--- config.mk ---
export PLATFORM = sky130hd
export DESIGN_NAME = usb_ls_token_resp
export DESIGN_NICKNAME = d
export VERILOG_FILES = /design/src/rtl/usbtr_pkg.sv /design/src/rtl/usbtr_tok_filter.sv /design/src/rtl/usbtr_ep_regs.sv /design/src/rtl/usbtr_xact_fsm.sv /design/src/rtl/usb_ls_token_resp.sv
export SDC_FILE = /design/constraint.sdc
export NUM_CORES = 1
export LEC_CHECK = 0
export ABC_AREA = 0
export BUFFER_PORTS_ARGS = -buffer_cell sky130_fd_sc_hd__buf_4
export CORE_MARGIN = 4
export CORE_UTILIZATION = 39
export DETAILED_ROUTE_END_ITERATION = 16
export PLACE_DENSITY_LB_ADDON = 0.3
export SLEW_MARGIN = 20
export SYNTH_ARGS = -nofsm -noshare
export SYNTH_HDL_FRONTEND = slang
export SYNTH_HIERARCHICAL = 1
export SYNTH_SLANG_ARGS = --single-unit
export TNS_END_PERCENT = 30
--- constraint.sdc ---
create_clock -name clk_i -period 2 [get_ports clk_i]
set_input_delay 0.3 -clock clk_i [delete_from_list [all_inputs] [get_ports clk_i]]
set_output_delay 0.3 -clock clk_i [all_outputs]
set_load 0.02 [all_outputs]
--- src/rtl/usbtr_pkg.sv ---
package usbtr_pkg;
  localparam int PID_W = 4;

  localparam logic [PID_W-1:0] PID_OUT   = 4'b0001;
  localparam logic [PID_W-1:0] PID_IN    = 4'b1001;
  localparam logic [PID_W-1:0] PID_SETUP = 4'b1101;
  localparam logic [PID_W-1:0] PID_DATA0 = 4'b0011;
  localparam logic [PID_W-1:0] PID_DATA1 = 4'b1011;

  typedef enum logic [1:0] {
    RESP_DATA  = 2'd0,
    RESP_ACK   = 2'd1,
    RESP_NAK   = 2'd2,
    RESP_STALL = 2'd3
  } resp_e;

  typedef enum logic [1:0] {
    ST_IDLE = 2'd0,
    ST_RX   = 2'd1,
    ST_HS   = 2'd2
  } xact_e;
endpackage

--- src/rtl/usbtr_tok_filter.sv ---
module usbtr_tok_filter #(
  parameter int ADDR_W = 7,
  parameter int EP_W   = 4,
  parameter int NUM_EP = 3
) (
  input  logic              usb_en_i,
  input  logic [ADDR_W-1:0] dev_addr_i,
  input  logic [NUM_EP-1:0] ep_en_i,
  input  logic [ADDR_W-1:0] tok_addr_i,
  input  logic [EP_W-1:0]   tok_ep_i,
  output logic              hit_o,
  output logic [NUM_EP-1:0] ep_oh_o
);
  logic addr_ok;
  assign addr_ok = (tok_addr_i == dev_addr_i);

  for (genvar g = 0; g < NUM_EP; g++) begin : g_ep
    assign ep_oh_o[g] = (tok_ep_i == EP_W'(g));
  end

  // Out-of-range endpoint numbers give an all-zero one-hot vector, so they miss.
  assign hit_o = usb_en_i && addr_ok && |(ep_oh_o & ep_en_i);
endmodule

--- src/rtl/usbtr_ep_regs.sv ---
module usbtr_ep_regs #(
  parameter int NUM_EP = 3
) (
  input  logic              clk_i,
  input  logic              rst_ni,
  input  logic [NUM_EP-1:0] stall_set_i,
  input  logic [NUM_EP-1:0] stall_clr_i,
  input  logic              setup_clr_i,
  input  logic              set_txd0_i,
  input  logic              set_txd1_i,
  input  logic              set_rxd0_i,
  input  logic              rx_seq_i,
  input  logic              txd0_clr_i,
  input  logic              txd1_clr_i,
  input  logic              rxd0_clr_i,
  input  logic              txd0_ie_i,
  input  logic              txd1_ie_i,
  input  logic              rxd0_ie_i,
  output logic [NUM_EP-1:0] stall_o,
  output logic              txd0_done_o,
  output logic              txd1_done_o,
  output logic              rxd0_done_o,
  output logic              rx0_seq_o,
  output logic              irq_o
);
  logic [NUM_EP-1:0] stall_q;

  for (genvar g = 0; g < NUM_EP; g++) begin : g_stall
    logic hw_clr;
    if (g == 0) begin : g_ctl
      assign hw_clr = setup_clr_i;
    end else begin : g_data
      assign hw_clr = 1'b0;
    end
    // SETUP clear wins, then the set pulse, then the clear pulse.
    always_ff @(posedge clk_i or negedge rst_ni) begin
      if (!rst_ni)             stall_q[g] <= 1'b0;
      else if (hw_clr)         stall_q[g] <= 1'b0;
      else if (stall_set_i[g]) stall_q[g] <= 1'b1;
      else if (stall_clr_i[g]) stall_q[g] <= 1'b0;
    end
  end

  // A hardware set wins over a clear pulse in the same cycle, so no event is lost.
  always_ff @(posedge clk_i or negedge rst_ni) begin
    if (!rst_ni) begin
      txd0_done_o <= 1'b0;
      txd1_done_o <= 1'b0;
      rxd0_done_o <= 1'b0;
      rx0_seq_o   <= 1'b0;
    end else begin
      if (set_txd0_i)      txd0_done_o <= 1'b1;
      else if (txd0_clr_i) txd0_done_o <= 1'b0;
      if (set_txd1_i)      txd1_done_o <= 1'b1;
      else if (txd1_clr_i) txd1_done_o <= 1'b0;
      if (set_rxd0_i)      rxd0_done_o <= 1'b1;
      else if (rxd0_clr_i) rxd0_done_o <= 1'b0;
      if (set_rxd0_i)      rx0_seq_o   <= rx_seq_i;
    end
  end

  assign stall_o = stall_q;
  assign irq_o   = (txd0_done_o & txd0_ie_i) | (txd1_done_o & txd1_ie_i) |
                   (rxd0_done_o & rxd0_ie_i);

  AST_SETUP_CLEARS_STALL: assert property (@(posedge clk_i) disable iff (!rst_ni)
    setup_clr_i |=> !stall_o[0]);
  AST_TXD0_CLR: assert property (@(posedge clk_i) disable iff (!rst_ni)
    (txd0_clr_i && !set_txd0_i) |=> !txd0_done_o);
  AST_RXD0_CLR: assert property (@(posedge clk_i) disable iff (!rst_ni)
    (rxd0_clr_i && !set_rxd0_i) |=> !rxd0_done_o);
endmodule

--- src/rtl/usbtr_xact_fsm.sv ---
module usbtr_xact_fsm
  import usbtr_pkg::*;
#(
  parameter int NUM_EP = 3,
  parameter int LEN_W  = 4
) (
  input  logic              clk_i,
  input  logic              rst_ni,
  input  logic              tok_valid_i,
  input  logic [PID_W-1:0]  tok_pid_i,
  input  logic              hit_i,
  input  logic [NUM_EP-1:0] ep_oh_i,
  input  logic              rx_done_i,
  input  logic [PID_W-1:0]  rx_pid_i,
  input  logic              hs_ack_i,
  input  logic              hs_timeout_i,
  input  logic              tx0_rdy_i,
  input  logic              tx0_seq_i,
  input  logic [LEN_W-1:0]  tx0_len_i,
  input  logic              tx1_rdy_i,
  input  logic              tx1_seq_i,
  input  logic              tx1_sel_i,
  input  logic [LEN_W-1:0]  tx1_len_i,
  input  logic              rx0_rdy_i,
  input  logic [NUM_EP-1:0] stall_i,
  input  logic              txd0_done_i,
  input  logic              txd1_done_i,
  input  logic              rxd0_done_i,
  output logic              setup_clr_o,
  output logic              set_txd0_o,
  output logic              set_txd1_o,
  output logic              set_rxd0_o,
  output logic              rx_seq_o,
  output logic              resp_valid_o,
  output resp_e             resp_kind_o,
  output logic              resp_data1_o,
  output logic [LEN_W-1:0]  resp_len_o
);
  xact_e st_q, st_d;
  logic  rx_setup_q, rx_setup_d;
  logic  hs_shared_q, hs_shared_d;

  logic             rv_d;
  resp_e            rk_d;
  logic             rd1_d;
  logic [LEN_W-1:0] rlen_d;

  logic ep0, ep_tx1, stall_hit;
  assign ep0       = ep_oh_i[0];
  assign ep_tx1    = tx1_sel_i ? ep_oh_i[2] : ep_oh_i[1];
  assign stall_hit = |(ep_oh_i & stall_i);
  assign rx_seq_o  = (rx_pid_i == PID_DATA1);

  always_comb begin
    st_d        = st_q;
    rx_setup_d  = rx_setup_q;
    hs_shared_d = hs_shared_q;
    rv_d        = 1'b0;
    rk_d        = RESP_NAK;
    rd1_d       = 1'b0;
    rlen_d      = '0;
    setup_clr_o = 1'b0;
    set_txd0_o  = 1'b0;
    set_txd1_o  = 1'b0;
    set_rxd0_o  = 1'b0;
    if (tok_valid_i) begin
      // A new token always ends an outstanding transaction.
      st_d = ST_IDLE;
      if (hit_i) begin
        unique case (tok_pid_i)
          PID_IN: begin
            rv_d = 1'b1;
            if (stall_hit) begin
              rk_d = RESP_STALL;
            end else if (ep0 && tx0_rdy_i && !txd0_done_i) begin
              rk_d        = RESP_DATA;
              rd1_d       = tx0_seq_i;
              rlen_d      = tx0_len_i;
              hs_shared_d = 1'b0;
              st_d        = ST_HS;
            end else if (ep_tx1 && tx1_rdy_i && !txd1_done_i) begin
              rk_d        = RESP_DATA;
              rd1_d       = tx1_seq_i;
              rlen_d      = tx1_len_i;
              hs_shared_d = 1'b1;
              st_d        = ST_HS;
            end else begin
              rk_d = RESP_NAK;
            end
          end
          PID_SETUP: begin
            if (ep0) begin
              setup_clr_o = 1'b1;
              rx_setup_d  = 1'b1;
              st_d        = ST_RX;
            end
          end
          PID_OUT: begin
            if (ep0) begin
              rx_setup_d = 1'b0;
              st_d       = ST_RX;
            end
          end
          default: ;
        endcase
      end
    end else begin
      unique case (st_q)
        ST_RX: if (rx_done_i) begin
          rv_d = 1'b1;
          st_d = ST_IDLE;
          if (!rx_setup_q && stall_i[0]) begin
            rk_d = RESP_STALL;
          end else if (rx0_rdy_i && !rxd0_done_i) begin
            rk_d       = RESP_ACK;
            set_rxd0_o = 1'b1;
          end else begin
            rk_d = RESP_NAK;
          end
        end
        ST_HS: if (hs_ack_i || hs_timeout_i) begin
          st_d = ST_IDLE;
          if (hs_ack_i && !hs_timeout_i) begin
            set_txd0_o = !hs_shared_q;
            set_txd1_o = hs_shared_q;
          end
        end
        default: ;
      endcase
    end
  end

  always_ff @(posedge clk_i or negedge rst_ni) begin
    if (!rst_ni) begin
      st_q         <= ST_IDLE;
      rx_setup_q   <= 1'b0;
      hs_shared_q  <= 1'b0;
      resp_valid_o <= 1'b0;
      resp_kind_o  <= RESP_NAK;
      resp_data1_o <= 1'b0;
      resp_len_o   <= '0;
    end else begin
      st_q         <= st_d;
      rx_setup_q   <= rx_setup_d;
      hs_shared_q  <= hs_shared_d;
      resp_valid_o <= rv_d;
      resp_kind_o  <= rk_d;
      resp_data1_o <= rd1_d;
      resp_len_o   <= rlen_d;
    end
  end

  AST_DATA_ONLY_FROM_IN: assert property (@(posedge clk_i) disable iff (!rst_ni)
    (resp_valid_o && resp_kind_o == RESP_DATA) |-> $past(tok_valid_i && tok_pid_i == PID_IN));
  AST_RESP_PULSE: assert property (@(posedge clk_i) disable iff (!rst_ni)
    resp_valid_o |-> $past(tok_valid_i || rx_done_i));
endmodule

--- src/rtl/usb_ls_token_resp.sv ---
module usb_ls_token_resp
  import usbtr_pkg::*;
#(
  parameter int ADDR_W = 7,
  parameter int EP_W   = 4,
  parameter int NUM_EP = 3,
  parameter int LEN_W  = 4
) (
  input  logic              clk_i,
  input  logic              rst_ni,
  input  logic              usb_en_i,
  input  logic [ADDR_W-1:0] dev_addr_i,
  input  logic [NUM_EP-1:0] ep_en_i,
  input  logic              tx0_rdy_i,
  input  logic              tx0_seq_i,
  input  logic [LEN_W-1:0]  tx0_len_i,
  input  logic              tx1_rdy_i,
  input  logic              tx1_seq_i,
  input  logic              tx1_sel_i,
  input  logic [LEN_W-1:0]  tx1_len_i,
  input  logic              rx0_rdy_i,
  input  logic [NUM_EP-1:0] stall_set_i,
  input  logic [NUM_EP-1:0] stall_clr_i,
  input  logic              txd0_ie_i,
  input  logic              txd1_ie_i,
  input  logic              rxd0_ie_i,
  input  logic              txd0_clr_i,
  input  logic              txd1_clr_i,
  input  logic              rxd0_clr_i,
  input  logic              tok_valid_i,
  input  logic [3:0]        tok_pid_i,
  input  logic [ADDR_W-1:0] tok_addr_i,
  input  logic [EP_W-1:0]   tok_ep_i,
  input  logic              rx_done_i,
  input  logic [3:0]        rx_pid_i,
  input  logic              hs_ack_i,
  input  logic              hs_timeout_i,
  output logic              resp_valid_o,
  output logic [1:0]        resp_kind_o,
  output logic              resp_data1_o,
  output logic [LEN_W-1:0]  resp_len_o,
  output logic [NUM_EP-1:0] stall_o,
  output logic              txd0_done_o,
  output logic              txd1_done_o,
  output logic              rxd0_done_o,
  output logic              rx0_seq_o,
  output logic              irq_o
);
  logic              hit;
  logic [NUM_EP-1:0] ep_oh;
  logic              setup_clr, set_txd0, set_txd1, set_rxd0, rx_seq;
  resp_e             kind;

  usbtr_tok_filter #(.ADDR_W(ADDR_W), .EP_W(EP_W), .NUM_EP(NUM_EP)) u_filter (
    .usb_en_i   (usb_en_i),
    .dev_addr_i (dev_addr_i),
    .ep_en_i    (ep_en_i),
    .tok_addr_i (tok_addr_i),
    .tok_ep_i   (tok_ep_i),
    .hit_o      (hit),
    .ep_oh_o    (ep_oh)
  );

  usbtr_xact_fsm #(.NUM_EP(NUM_EP), .LEN_W(LEN_W)) u_fsm (
    .clk_i        (clk_i),
    .rst_ni       (rst_ni),
    .tok_valid_i  (tok_valid_i),
    .tok_pid_i    (tok_pid_i),
    .hit_i        (hit),
    .ep_oh_i      (ep_oh),
    .rx_done_i    (rx_done_i),
    .rx_pid_i     (rx_pid_i),
    .hs_ack_i     (hs_ack_i),
    .hs_timeout_i (hs_timeout_i),
    .tx0_rdy_i    (tx0_rdy_i),
    .tx0_seq_i    (tx0_seq_i),
    .tx0_len_i    (tx0_len_i),
    .tx1_rdy_i    (tx1_rdy_i),
    .tx1_seq_i    (tx1_seq_i),
    .tx1_sel_i    (tx1_sel_i),
    .tx1_len_i    (tx1_len_i),
    .rx0_rdy_i    (rx0_rdy_i),
    .stall_i      (stall_o),
    .txd0_done_i  (txd0_done_o),
    .txd1_done_i  (txd1_done_o),
    .rxd0_done_i  (rxd0_done_o),
    .setup_clr_o  (setup_clr),
    .set_txd0_o   (set_txd0),
    .set_txd1_o   (set_txd1),
    .set_rxd0_o   (set_rxd0),
    .rx_seq_o     (rx_seq),
    .resp_valid_o (resp_valid_o),
    .resp_kind_o  (kind),
    .resp_data1_o (resp_data1_o),
    .resp_len_o   (resp_len_o)
  );

  assign resp_kind_o = kind;

  usbtr_ep_regs #(.NUM_EP(NUM_EP)) u_regs (
    .clk_i       (clk_i),
    .rst_ni      (rst_ni),
    .stall_set_i (stall_set_i),
    .stall_clr_i (stall_clr_i),
    .setup_clr_i (setup_clr),
    .set_txd0_i  (set_txd0),
    .set_txd1_i  (set_txd1),
    .set_rxd0_i  (set_rxd0),
    .rx_seq_i    (rx_seq),
    .txd0_clr_i  (txd0_clr_i),
    .txd1_clr_i  (txd1_clr_i),
    .rxd0_clr_i  (rxd0_clr_i),
    .txd0_ie_i   (txd0_ie_i),
    .txd1_ie_i   (txd1_ie_i),
    .rxd0_ie_i   (rxd0_ie_i),
    .stall_o     (stall_o),
    .txd0_done_o (txd0_done_o),
    .txd1_done_o (txd1_done_o),
    .rxd0_done_o (rxd0_done_o),
    .rx0_seq_o   (rx0_seq_o),
    .irq_o       (irq_o)
  );

  AST_ADDR_MISS_SILENT: assert property (@(posedge clk_i) disable iff (!rst_ni)
    (tok_valid_i && tok_addr_i != dev_addr_i) |=> !resp_valid_o);
  AST_BAD_EP_SILENT: assert property (@(posedge clk_i) disable iff (!rst_ni)
    (tok_valid_i && tok_ep_i >= EP_W'(NUM_EP)) |=> !resp_valid_o);
  AST_DISABLED_SILENT: assert property (@(posedge clk_i) disable iff (!rst_ni)
    (tok_valid_i && !usb_en_i) |=> !resp_valid_o);
  AST_TXD0_NEEDS_ACK: assert property (@(posedge clk_i) disable iff (!rst_ni)
    $rose(txd0_done_o) |-> $past(hs_ack_i && !hs_timeout_i));
  AST_TXD1_NEEDS_ACK: assert property (@(posedge clk_i) disable iff (!rst_ni)
    $rose(txd1_done_o) |-> $past(hs_ack_i && !hs_timeout_i));
  AST_BUSY_EP0_NO_DATA: assert property (@(posedge clk_i) disable iff (!rst_ni)
    (tok_valid_i && tok_pid_i == PID_IN && tok_ep_i == '0 && txd0_done_o)
      |=> !(resp_valid_o && resp_kind_o == RESP_DATA));
endmodule

==> results of run 1 <==
==> timing repair <==
item | in CTS | in global routing
buffers inserted | 0 | 0
gates resized for setup | 0 | 0
hold buffers | 1 | 0
endpoints found under the hold margin | 18 | 0
==> worst paths after layout <==
| kind | startpoint | end | depth (start not counted) |
|---|---|---|---|
| max | u_regs/stall_o[0] | u_fsm/st_q[1] | 4 |
| min | stall_set_i[1] | u_regs/stall_o[1] | 2 |
| max reg2reg | u_regs/stall_o[0] | u_fsm/st_q[1] | 4 |
| min reg2reg | u_regs/stall_o[1] | u_regs/stall_o[1] | 1 |
| max in group asynchronous | rst_ni | u_fsm/resp_kind_o[1] | 2 |
| min in group asynchronous | rst_ni | u_fsm/resp_len_o[2] | 2 |
==> logic make-up (layout without fill, tap and decap cells) <==
family	after synthesis	after routing
AOI/OAI and AO/OA	26	26
xor gates and xnor gates	8	8
buffers and inverters	9	94
DFF	19	19
muxes	3	3
and+or+nand+nor	42	42
==> layer usage <==
metal / track usage, % / share of wire [%]
met1: 19.2 / 35
met2: 35.2 / 55
met3: 5.62 / 8.7
met4: 4.75 / 1.2
met5: 0 / 0
==> worst max-delay path, stage by stage (launching register included) <==
cell and delay, ns:
dfrtp_1 0.44, a222oi_1 0.56, and3_1 0.30, o21a_1 0.15
o21bai_1 0.11
==> cells in the final DEF (no fill, tap or decap), drive strengths merged <==
cell type    instances
and4b                3
nor2                 4
dlygate4sd3          1
o22ai                1
nand2b               1
and4                 1
dfrtp               18
clkbuf               3
and3                 2
and2                 2
mux2                 2
o21bai               1
a22oi                2
nor4b                2
o21ai                2
a31oi                1
nand4b               1
or2                  1
buf                 80
nor3b                1
nand3b               1
mux2i                1
nand3                6
nand2                9
nand4                2
inv                  9
a222oi               2
a21o                 5
nor3                 3
a21oi               11
nor4                 1
clkinv               1
o21a                 1
xnor2                8
nor2b                2
dfstp                1
==> synth_stat cells, drive strengths merged <==
master	count	area, sq um
mux2	2	22.5
nand2b	1	6.26
nand4b	1	8.76
o22ai	1	6.26
nor4	1	6.26
mux2i	1	10.0
o21bai	1	7.51
a31oi	1	6.26
nor3b	1	12.5
xnor2	8	70.1
nor4b	2	32.5
a21oi	11	55.1
and4b	3	30.0
dfrtp	18	450
and4	1	8.76
nand3	6	30.0
nand2	9	33.8
nand3b	1	7.51
and3	2	12.5
nor3	3	20.0
nor2	4	15.0
a21o	5	38.8
or2	1	6.26
o21a	1	7.51
and2	2	15.0
o21ai	2	10.0
dfstp	1	26.3
a222oi	2	20.0
nor2b	2	12.5
nand4	2	12.5
a22oi	2	15.0
inv	9	33.8
==> per-stage QoR <==
stage / power, mW / area (sq um) / utilization (%) / instances / setup WS [ns]
3_3_place_gp: 0.584 / 1690 / 66.9 / 217 / 0.159
3_5_place_dp: 0.592 / 1690 / 66.9 / 217 / 0.0683
5_1_grt: 0.828 / 1730 / 68.4 / 222 / 0.252
4_1_cts: 0.791 / 1730 / 68.4 / 222 / 0.378
2_1_floorplan: 0.460 / 1050 / - / 107 / 0.371
6_report: 0.781 / 1730 / 68.4 / 222 / 0.377
==> layout make-up <==
type / count / area [sq um]
clock buffer: 3 / 22.5
clock inverter: 1 / 5.00
fill: 216 / 797
inverter: 9 / 33.8
multi-input combinational: 79 / 539
sequential: 19 / 477
tap: 30 / 37.5
timing repair buffer: 81 / 611
==> power by group <==
| group | switching [mW] | internal, mW |
|---|---|---|
| logic | 0.0679 | 0.116 |
| registers | 0.00719 | 0.393 |
| clock network | 0.123 | 0.0745 |
| total | 0.198 | 0.583 |
==> registers in the layout, summed over array words and instances (netlist names) <==
| name | cells |
|---|---|
| u_fsm/st_q | 2 |
| u_fsm/resp_valid_o | 1 |
| u_fsm/resp_kind_o | 2 |
| u_fsm/resp_data1_o | 1 |
| u_fsm/rx_setup_q | 1 |
| u_fsm/hs_shared_q | 1 |
| u_regs/txd1_done_o | 1 |
| u_regs/stall_o | 3 |
| u_regs/rx0_seq_o | 1 |
| u_regs/txd0_done_o | 1 |
| u_regs/rxd0_done_o | 1 |
| u_fsm/resp_len_o | 4 |
==> results.ini, run 1 <==
[die]
num_rows = 18
coreArea_sq_um = 2520
num_io_pins = 78
die_x_microns = 59.9
start_util_pct = 41.6
dieArea_sq_um = 3590
die_h_microns = 59.9

[sta]
rsz0062_at_grt = no
period_share_pct = 81.1
maxSlewHeadroom_pct = 64.3
setup_tns_ns = 0
period_minus_slack_ns = 1.62
max_freq_mhz = 616
tightestPinTransition_ns = 0.536
hold_violations = 0
maxSlewViolCount = 0
finalClockSkew_ns = 0.00469
hold_ws_ns = 0.169
setup_viol = 0

[grt]
grt_overflow = 0
grt_pass1_wl_microns = 4960
grt_pass1_vias = 1218
grtUsageTotal_pct = 18.4
grt_max_degree = 20
grt_antenna_before_repair = 0

[critical_path]
r2r_slack_ns = 0.38
arrival_ns = 1.85
critPathLaunchType = register
cp_data_required_time_ns = 2.23
cp-end-kind = register
criticalPathCategory = register to register
cp_max_fo = 4

[clock_tree]
clock-sinks = 19
h-tree-depth = 1
clockRootBuffer = clkbuf_4
clk_pin_slew_ns = 0.11
cts_buffers = 3
cts_buffer_depth = 2
cts_tree = yes
insertion_delay_ns = 0.30

[flow_run]
drv_cap = 0

[finish]
layout-drive-gt1-share_pct = 48.4
area_delta_synth_final_pct = 64.4
nets = 255
antenna_cells = 0

[routing]
wl_microns = 3180
wl_per_cell_microns = 14.3
routed-via-count = 1135
ant_nets = 0
drcViolationCount = 0
drtPass1Iterations = 4
viasPerCell = 5.11
drtIter0Drc = 34

[yosys]
synth_fa_ha_area_share_pct = 0
muxShareOfSynthArea_pct = 3.10
synth_fp_nets = 169
synth_area_sq_um = 1050
synth_compound_area_share_pct = 15.9
yosysUniqueCellTypes = 35
synth_xor_area_share_pct = 6.67
ys_seq_area_share_pct = 45.4
synth-seq-cells = 19
synth_area_per_cell_sq_um = 9.81
synth_cells = 107
synth-simple-area-share_pct = 25.7
yosys_warnings = 6
synth_top_family_by_area = simple AND/OR/NAND/NOR gates

[power]
ir_drop_v = 0.000559
leakage_nw = 0.892
power_density_nw_per_um2 = 453

[placement]
port-buffer-count = 77
gp_congestion = 0.809
dpl.hpwl_microns = 2730

[outcome]
run_status = complete, no violations

[hold_path]
min_path_type = primary input to register

Power figures use the tool's default switching activity.
==> run 2: changes to the inputs <==
--- a/config.mk
+++ b/config.mk
@@ -8,7 +8,7 @@
 export ABC_AREA = 0
 export BUFFER_PORTS_ARGS = -buffer_cell sky130_fd_sc_hd__buf_4
 export CORE_MARGIN = 4
-export CORE_UTILIZATION = 39
+export CORE_UTILIZATION = 36
 export DETAILED_ROUTE_END_ITERATION = 16
 export PLACE_DENSITY_LB_ADDON = 0.3
 export SLEW_MARGIN = 20
==> constraint.sdc (replaced) <==
create_clock -name clk_i -period 1.3 [get_ports clk_i]
set_input_delay 0.195 -clock clk_i [delete_from_list [all_inputs] [get_ports clk_i]]
set_output_delay 0.195 -clock clk_i [all_outputs]
set_load 0.02 [all_outputs]
==> results.ini, run 2 (synthesis results as in run 1) <==
[outcome]
run_status = finished, violations left
violations = negative setup slack

[flow_run]
drv_cap = 0  ; unchanged

[critical_path]
path_cells = buf_6, a222oi_1, inv_1, buf_6
cp-end-kind = primary output
arrival_ns = 1.29  ; -0.56 ns
criticalPathCategory = register to primary output
cp_top_family = flip-flops
cp_data_required_time_ns = 1.11  ; -1.12 ns
path_buf_inv = 3  ; +3
path_common_cell = buf_6
slowest_stage = dfrtp_1
critPathLaunchType = register
cpPeakStageDelay_ns = 0.41  ; -0.15 ns
cp_max_fo = 2  ; -2
r2r_slack_ns = -0.16  ; -0.54 ns

[clock_tree]
clk_pin_slew_ns = 0.12  ; about the same
cts_buffers = 3  ; unchanged
clockRootBuffer = clkbuf_4
h-tree-depth = 1  ; unchanged
insertion_delay_ns = 0.31  ; about the same
cts_tree = yes
clock-sinks = 19  ; unchanged
cts_buffer_depth = 2  ; unchanged

[finish]
multi_input_area_sq_um = 608  ; +13%
fillerInstances = 226  ; +4.6%
nets = 276  ; +8.2%
final_cells = 244  ; +9.9%
regMostFlops = u_fsm/resp_len_o
layout-drive-gt1-share_pct = 59.2  ; +11 points
largest_register_ffs = 4  ; unchanged
area.sequential_sq_um = 477  ; unchanged
antenna_cells = 0  ; unchanged
area_delta_synth_final_pct = 87.1
layout_common_cells = 98 x buf_4, 18 x dfrtp_1, 9 x nand2_1
layout_commonest_cell = buf_4

[die]
start_util_pct = 37.7  ; -3.9 points
num_rows = 19  ; +1
dieArea_sq_um = 3840  ; +7.2%
die_h_microns = 62  ; +3.5%
num_io_pins = 78  ; unchanged
die_x_microns = 62  ; +3.5%
coreArea_sq_um = 2780  ; +10%

[grt]
grt_pass1_vias = 1299  ; +6.7%
grt_overflow = 0  ; unchanged
grt_antenna_before_repair = 0  ; unchanged
grt_max_degree = 20  ; unchanged
grtUsageTotal_pct = 19.6  ; +1.1 points
grt_pass1_wl_microns = 5540  ; +12%

[sta]
maxSlewHeadroom_pct = 72.0  ; +7.8 points
max_freq_mhz = 675
rsz0062_at_grt = yes
setup_ws_ns = -0.181  ; -0.559 ns
hold_violations = 0  ; unchanged
setup_viol = 13  ; +13
tightestPinTransition_ns = 0.415  ; -0.121 ns
maxSlewViolCount = 0  ; unchanged
finalClockSkew_ns = 0.00578  ; +0.00109 ns
period_minus_slack_ns = 1.48
setup_tns_ns = -1.10  ; -1.10 ns
period_share_pct = 114

[power]
leakage_nw = 1.00  ; +12%
clockPowerShare_pct = 25.2  ; about the same
ir_drop_v = 0.000493  ; -12%
internal-power_mw = 0.926  ; +59%
p_switching_mw = 0.332  ; +68%
switching_share_pct = 26.4  ; +1.1 points
power_density_nw_per_um2 = 640  ; +42%
power_frac_seq_pct = 48.6  ; -2.6 points
combPwrFrac_pct = 26.2  ; +2.7 points

[routing]
drtPass1Iterations = 4  ; unchanged
drtIter0Drc = 48  ; +41%
wl_per_cell_microns = 14.5  ; +0.85%
viasPerCell = 4.98  ; -2.5%
drcViolationCount = 0  ; unchanged
routed-via-count = 1216  ; +7.1%
wl_microns = 3530  ; +11%
ant_nets = 0  ; unchanged

[placement]
port-buffer-count = 77  ; unchanged
dpl.hpwl_microns = 2920  ; +6.9%
gp_congestion = 0.754  ; -6.8%
placed_cells = 231  ; +6.5%

[hold_path]
min_path_type = primary input to register

-- run 2: cell count changes in the layout (fill, tap and decap cells not counted), moves of 3 or more --
cell	change
buf_6	+3
buf_4	+18
a21oi_2	+5
a21oi_1	-5
-- run 2: metal layers --
metal | vias to the layer above | routed length, microns | global-route usage (%)
met5 | - | 0 | 0
li1 | 599 | - | -
met4 | 0 | 34 | 6.67
met3 | 4 | 323 | 3.93
met2 | 59 | 1840 | 35.9
met1 | 554 | 1330 | 22.3
-- run 2: area by class of cell --
type / instances / area share, %
tap: 31 / 1.97
clock inverter: 1 / 0.255
clock buffer: 3 / 1.15
inverter: 9 / 1.72
timing repair buffer: 102 / 39.7
sequential: 19 / 24.3
multi-input combinational: 79 / 31.0
-- run 2: what timing repair did --
item | CTS | global route
pin swaps | 4 | 3
gates resized for setup | 13 | 3
setup buffers | 7 | 1
setup endpoints to repair | 14 | 16
hold buffers | 1 | 0
hold endpoints to repair | 19 | 0
-- run 2: path summary, 6_finish.rpt --
kind / from / to / cells past startpoint
max: u_regs/rxd0_done_o / irq_o / 4
min: stall_set_i[1] / u_regs/stall_o[1] / 2
max reg2reg: u_regs/stall_o[0] / u_fsm/st_q[1] / 4
min reg2reg: u_regs/rx0_seq_o / u_regs/rx0_seq_o / 1
max in group asynchronous: rst_ni / u_fsm/resp_kind_o[1] / 2
min in group asynchronous: rst_ni / u_fsm/resp_len_o[3] / 2
-- run 2: through the flow --
step	power (mW)	hold slack (ns)	instance area [sq um]	utilization (%)	worst slack (ns)
after CTS	1.26	0.0589	1940	69.9	-0.191
final	1.26	0.0610	1960	70.6	-0.181
after global placement	0.923	0.0791	1800	64.8	-0.324
after global routing	1.32	0.0573	1960	70.6	-0.260
after detailed placement	0.936	0.0876	1800	64.8	-0.387
after floorplan	0.710	-0.101	1070	-	-0.147
-- run 2: power groups by stage --
stage	combinational, mW	sequential (mW)	clock [mW]
floorplan	0.0727	0.638	0
global placement	0.301	0.622	0
detailed placement	0.314	0.623	0
CTS	0.330	0.611	0.319
global route	0.357	0.614	0.351
finish	0.330	0.611	0.316
